--- src/rtl/qcnt_pkg.sv ---
package qcnt_pkg;
   typedef enum logic [1:0] {STEP_NONE, STEP_UP, STEP_DOWN} step_t;
   typedef enum logic [1:0] {S_IDLE, S_READ, S_CHECK, S_WRITE} state_t;
   localparam logic [1:0] EF_OK   = 2'b00;
   localparam logic [1:0] EF_WRAP = 2'b01;
   localparam logic [1:0] EF_OPEN = 2'b11;
endpackage

--- src/rtl/qcnt_pos_decode.sv ---
module qcnt_pos_decode
   import qcnt_pkg::*;
(
   input  logic [1:0] old_code,
   input  logic [1:0] new_code,
   output step_t      step
);
   // forward sequence 00 -> 01 -> 11 -> 10 -> 00
   always_comb begin
      case ({old_code, new_code})
         4'b0001, 4'b0111, 4'b1110, 4'b1000: step = STEP_UP;
         4'b0100, 4'b1101, 4'b1011, 4'b0010: step = STEP_DOWN;
         default:                            step = STEP_NONE;
      endcase
   end
endmodule

--- src/rtl/qcnt_step.sv ---
module qcnt_step
   import qcnt_pkg::*;
#(
   parameter int W = 46
) (
   input  logic [W-1:0] cnt,
   input  step_t        step,
   output logic [W-1:0] nxt,
   output logic         wrapped
);
   if (W < 2) begin : g_bad_w
      $error("qcnt_step: W must be at least 2");
   end

   always_comb begin
      case (step)
         STEP_UP: begin
            nxt     = cnt + W'(1);
            wrapped = !cnt[W-1] && nxt[W-1];
         end
         STEP_DOWN: begin
            nxt     = cnt - W'(1);
            wrapped = cnt[W-1] && !nxt[W-1];
         end
         default: begin
            nxt     = cnt;
            wrapped = 1'b0;
         end
      endcase
   end
endmodule

--- src/rtl/qcnt_engine.sv ---
module qcnt_engine
   import qcnt_pkg::*;
#(
   parameter int ADDR_W    = 11,
   parameter int REC_BYTES = 6,
   parameter bit OPEN_MARK = 1'b1
) (
   input  logic              clk,
   input  logic              rst_n,
   input  logic              cmd_go,
   input  logic              cmd_direct,
   input  logic              cmd_down,
   input  logic [1:0]        new_pos,
   output logic              ready,
   output logic              done,
   output logic [ADDR_W-1:0] mem_addr,
   output logic              mem_we,
   output logic [7:0]        mem_wdata,
   input  logic [7:0]        mem_rdata
);
   localparam int RECW     = 8 * REC_BYTES;
   localparam int DW       = RECW - 2;
   localparam int PW       = RECW - 5;
   localparam int LAST     = REC_BYTES - 1;
   localparam int WR_STEPS = REC_BYTES + (OPEN_MARK ? 1 : 0);
   localparam int IDX_W    = $clog2(REC_BYTES + 2);

   if (REC_BYTES < 2) begin : g_bad_rec
      $error("qcnt_engine: REC_BYTES must be at least 2");
   end
   if ((1 << ADDR_W) < REC_BYTES) begin : g_bad_addr
      $error("qcnt_engine: ADDR_W too small for the record");
   end

   state_t            state;
   logic [IDX_W-1:0]  idx;
   logic [RECW-1:0]   rec;
   logic              direct_q, down_q;
   logic [1:0]        pos_q;

   // field views of the captured record
   logic [1:0]    ef;
   logic [1:0]    p_code;
   logic          p_dirp;
   logic [PW-1:0] p_cnt, p_nxt;
   logic [DW-1:0] d_cnt, d_nxt;
   logic          p_wrap, d_wrap, abort;
   step_t         p_step, d_step;
   logic [RECW-1:0] new_rec;

   assign ef     = rec[RECW-1 -: 2];
   assign p_code = rec[1:0];
   assign p_dirp = rec[RECW-3];
   assign p_cnt  = rec[PW+1:2];
   assign d_cnt  = rec[DW-1:0];
   assign d_step = down_q ? STEP_DOWN : STEP_UP;
   assign abort  = (ef != EF_OK) || (!direct_q && (p_code[1] != p_dirp));

   qcnt_pos_decode u_dec (.old_code(p_code), .new_code(pos_q), .step(p_step));
   qcnt_step #(.W(PW)) u_pstep (.cnt(p_cnt), .step(p_step), .nxt(p_nxt), .wrapped(p_wrap));
   qcnt_step #(.W(DW)) u_dstep (.cnt(d_cnt), .step(d_step), .nxt(d_nxt), .wrapped(d_wrap));

   always_comb begin
      if (direct_q) new_rec = {(d_wrap ? EF_WRAP : EF_OK), d_nxt};
      else          new_rec = {(p_wrap ? EF_WRAP : EF_OK), pos_q[1], p_nxt, pos_q};
   end

   // write-phase variant: optional in-progress marker ahead of the bytes
   logic             mark_now;
   logic [IDX_W-1:0] wr_byte;
   if (OPEN_MARK) begin : g_mark
      assign mark_now = (state == S_WRITE) && (idx == '0);
      assign wr_byte  = idx - IDX_W'(1);
   end else begin : g_plain
      assign mark_now = 1'b0;
      assign wr_byte  = idx;
   end

   always_ff @(posedge clk or negedge rst_n) begin
      if (!rst_n) begin
         state    <= S_IDLE;
         idx      <= '0;
         rec      <= '0;
         direct_q <= 1'b0;
         down_q   <= 1'b0;
         pos_q    <= '0;
         done     <= 1'b0;
      end else begin
         done <= 1'b0;
         case (state)
            S_IDLE: if (cmd_go) begin
               direct_q <= cmd_direct;
               down_q   <= cmd_down;
               pos_q    <= new_pos;
               idx      <= '0;
               state    <= S_READ;
            end
            S_READ: begin
               for (int b = 0; b < REC_BYTES; b++)
                  if (idx == IDX_W'(b)) rec[8*b +: 8] <= mem_rdata;
               if (idx == IDX_W'(LAST)) begin
                  idx   <= '0;
                  state <= S_CHECK;
               end else begin
                  idx <= idx + IDX_W'(1);
               end
            end
            S_CHECK: begin
               if (abort) begin
                  state <= S_IDLE;
                  done  <= 1'b1;
               end else begin
                  rec   <= new_rec;
                  idx   <= '0;
                  state <= S_WRITE;
               end
            end
            default: begin
               if (idx == IDX_W'(WR_STEPS - 1)) begin
                  state <= S_IDLE;
                  done  <= 1'b1;
               end else begin
                  idx <= idx + IDX_W'(1);
               end
            end
         endcase
      end
   end

   assign ready = (state == S_IDLE);

   always_comb begin
      mem_we    = 1'b0;
      mem_addr  = '0;
      mem_wdata = '0;
      if (state == S_READ) begin
         mem_addr = ADDR_W'(idx);
      end else if (state == S_WRITE) begin
         mem_we = 1'b1;
         if (mark_now) begin
            mem_addr  = ADDR_W'(LAST);
            mem_wdata = {EF_OPEN, rec[RECW-3 -: 6]};
         end else begin
            mem_addr = ADDR_W'(wr_byte);
            for (int b = 0; b < REC_BYTES; b++)
               if (wr_byte == IDX_W'(b)) mem_wdata = rec[8*b +: 8];
         end
      end
   end
endmodule

--- config.mk ---
export PLATFORM = sky130hd
export DESIGN_NAME = qcnt_engine
export DESIGN_NICKNAME = d
export VERILOG_FILES = /design/src/rtl/qcnt_pkg.sv /design/src/rtl/qcnt_pos_decode.sv /design/src/rtl/qcnt_step.sv /design/src/rtl/qcnt_engine.sv
export SDC_FILE = /design/constraint.sdc
export NUM_CORES = 1
export LEC_CHECK = 0
export ABC_AREA = 1
export BUFFER_PORTS_ARGS = -buffer_cell sky130_fd_sc_hd__buf_2
export CORE_UTILIZATION = 35
export CTS_BUF_LIST = sky130_fd_sc_hd__clkbuf_8
export DETAILED_ROUTE_END_ITERATION = 6
export PLACE_DENSITY = 0.58
export SYNTH_ARGS = -nofsm -noshare
export SYNTH_HDL_FRONTEND = slang
export SYNTH_SLANG_ARGS = --single-unit
--- constraint.sdc ---
create_clock -name clk -period 6.1 [get_ports clk]
set_input_delay 1.83 -clock clk [delete_from_list [all_inputs] [get_ports clk]]
set_output_delay 1.83 -clock clk [all_outputs]
set_load 0.005 [all_outputs]
==> run metrics <==
Synth Register Bits 58; Async SR Flop Fraction 1.00; P_leak 3.36 nW; total wire length 31.7 mm; initial antenna violation count 0; GR peak layer met2; initial drt markers 959; CTS Buf Count 9; PortBufs 28; grt met1 use 0.427; Synth Area in Compound Gates 0.166; period utilization 0.762; Post-synth EDFFs 0; sequential area share after synthesis 0.213; Reg2Reg Setup Slack 2.29 ns; Critical R2R Capture rec[39]; mux cell area share after synthesis 0.00477; CTS root buffer clkbuf_8; Syn. warnings 0; final net count 1,238; Inserted Diodes 0; die width 142 µm; post-CTS resize count 0; synth unique cells 50; status complete, no violations; Crit Path Class register to output port; Slew Limit Headroom 0.309; H-tree Lvls 3; unrepaired setup endpoints after global routing no; Synth area leader dfrtp_1; first-pass GRT wire length 47.2 mm; grt total ovfl 0; CTS Buffer Depth 2; ratio of cells with drive above 1 in the final layout 0.0681; Die H 142 µm; crit start category register; Max Slew Vio Count 0; Adder-Cell Fraction of Synth Area 0.0440; routing usage on met2 0.517; XOR/XNOR share of the synthesized area 0.00642; Synth Cell Area 0.00682 mm²; Synth Area in Simple Gates 0.443; Synth Instances 1,197; CTS tree done; area share of the largest cell type after synthesis 0.213; Pre-antenna DRT Iters 6; count leader, synth nand2_1; total of max-cap violations 0; Tot GR Track Use 0.324; worst hold path type register to register; met3 usage 0.0493; vias post-DR 8,201; Max VDD drop 0.000374 V; largest family of logic cells by synthesized area simple AND/OR/NAND/NOR gates; number of global-route vias before repair 7,489; total die area 0.0201 mm²; Synth top cells by count nand2_1 (305), nor2_1 (215), inv_1 (138), nand3_1 (119), o21ai_0 (69); CP Capture Type output port; number of fill cells 2,220; PwrDens 623 mW/mm²; worst path required time 4.27 ns; DP HPWL 25.4 mm; # DRC 0; most frequent CP cell o211ai_1; Sum Neg Setup Slack 0 ns; initial cell density of the core 0.361; via/cell ratio 5.60; Skew-Pair Late Insertion Delay 0.38 ns; Final GP Congestion 1.01; CP max FO 8; FMAX 215 MHz; Layout area overhead 6.57%; Worst-Margin Slew 1.03 ns; Core Footprint 0.0189 mm²; Ports 37; Clock Sinks 58; wire per inst 21.6 µm; largest net degree at the start of global routing 47; R2R depth 16; Crit path arrival time 2.82 ns; hold path endpoint pos_q[0]; hold path start pos_q[0]; worst setup path startpoint idx[0]; worst r2r src rec[0]; Final Hold Fails 0; Synth area leaders dfrtp_1 (21%), nand2_1 (17%), nor2_1 (12%), nand3_1 (8.7%), inv_1 (7.6%); crit path cell chain inv_1 > ha_1 > ha_1 > nor2_1 > nand3_1 > nand3_1 > o211ai_1 > o211ai_1 > o211ai_1 > a21oi_1 > buf_2; slowest stage delay, CP 0.45 ns; Worst Hold Depth 1; DRT antenna net count 0; Post-CTS Hold Buffers 0; Final setup viols 0; Synth Flop Type dfrtp_1; Setup Fix Bufs, Post-CTS 0; mean post-synth cell area 5.70 µm²; WHS 0.557 ns; Setup Skew 0.0141 ns; cell row count 50; Period minus WS final 4.65 ns; slowest CP cell nor2_1; CTS clk-pin slew, worst paths 0.09 ns
-- cells in the final DEF, fill, tap and decap left out, drive strengths merged, types with 5 or more instances in the layout --
master and count:
nand2 308, nor2 225, inv 148, nand3 119
o21ai 83, dfrtp 58, a21oi 55, nand4 34
buf 31, ha 24, nor3 19, o211ai 16
a22oi 12, a31oi 11, clkbuf 10, conb 8
o22ai 5
-- critical path, delay by kind of cell (launching register included) --
family	cells	cell delay, ns
DFF	1	0.43
buffers and inverters	2	0.26
and+or+nand+nor	3	0.71
adders and majority gates	2	0.54
AOI/OAI and AO/OA	4	0.48
-- sequential cells by signal, indices dropped and copies added, names as in the netlist --
| signal | flops |
|---|---|
| pos_q | 2 |
| direct_q | 1 |
| idx | 3 |
| done | 1 |
| down_q | 1 |
| state | 2 |
| rec | 48 |
-- through the flow --
stage	cells	worst slack (ns)	util	power (mW)	cell area, µm²
global route	1464	1.26	0.385	4.87	7270
CTS	1464	1.49	0.385	4.43	7270
finish	1464	1.45	0.385	4.53	7270
floorplan	1204	2.29	-	2.99	6850
global placement	1448	1.95	0.374	4.02	7070
detailed placement	1448	1.92	0.374	4.03	7070
-- layer usage --
metal / up-vias / wire length, µm
li1: 3897 / -
met3: 87 / 2480
met2: 412 / 14300
met1: 3805 / 13400
met5: - / 0
met4: 0 / 1540
-- logic make-up after synthesis --
kind of cell / count (synthesis)
AOI/OAI and AO/OA: 195
and+or+nand+nor: 715
other: 1
xor gates and xnor gates: 5
buffers and inverters: 196
DFF: 58
adders and majority gates: 24
muxes: 3
-- report_power, final --
part           internal [mW]  leakage, nW  switching, mW
Sequential             0.577        0.654          0.500
Combinational          0.856         2.62           2.20
Clock                  0.199       0.0945          0.195
-- cell type report --
class	count	area [µm²]	share of cell area
clock buffer	10	138	0.0189
inverter	149	562	0.0773
sequential	58	1450	0.200
tap	260	325	0.0448
clock inverter	6	66.3	0.00912
timing repair buffer	31	163	0.0224
multi-input combinational	950	4560	0.628
-- worst max-delay path by stage --
stage              endpoint  slack [ns]  cells after the start
2_1_floorplan  mem_wdata[3]        2.29                     11
3_3_place_gp   mem_wdata[6]        1.95                     11
6_report       mem_wdata[6]        1.45                     11
4_1_cts        mem_wdata[6]        1.49                     11
3_5_place_dp   mem_wdata[6]        1.92                     11
5_1_grt        mem_wdata[3]        1.26                     11
No activity file was read; power rests on OpenSTA's default activity.
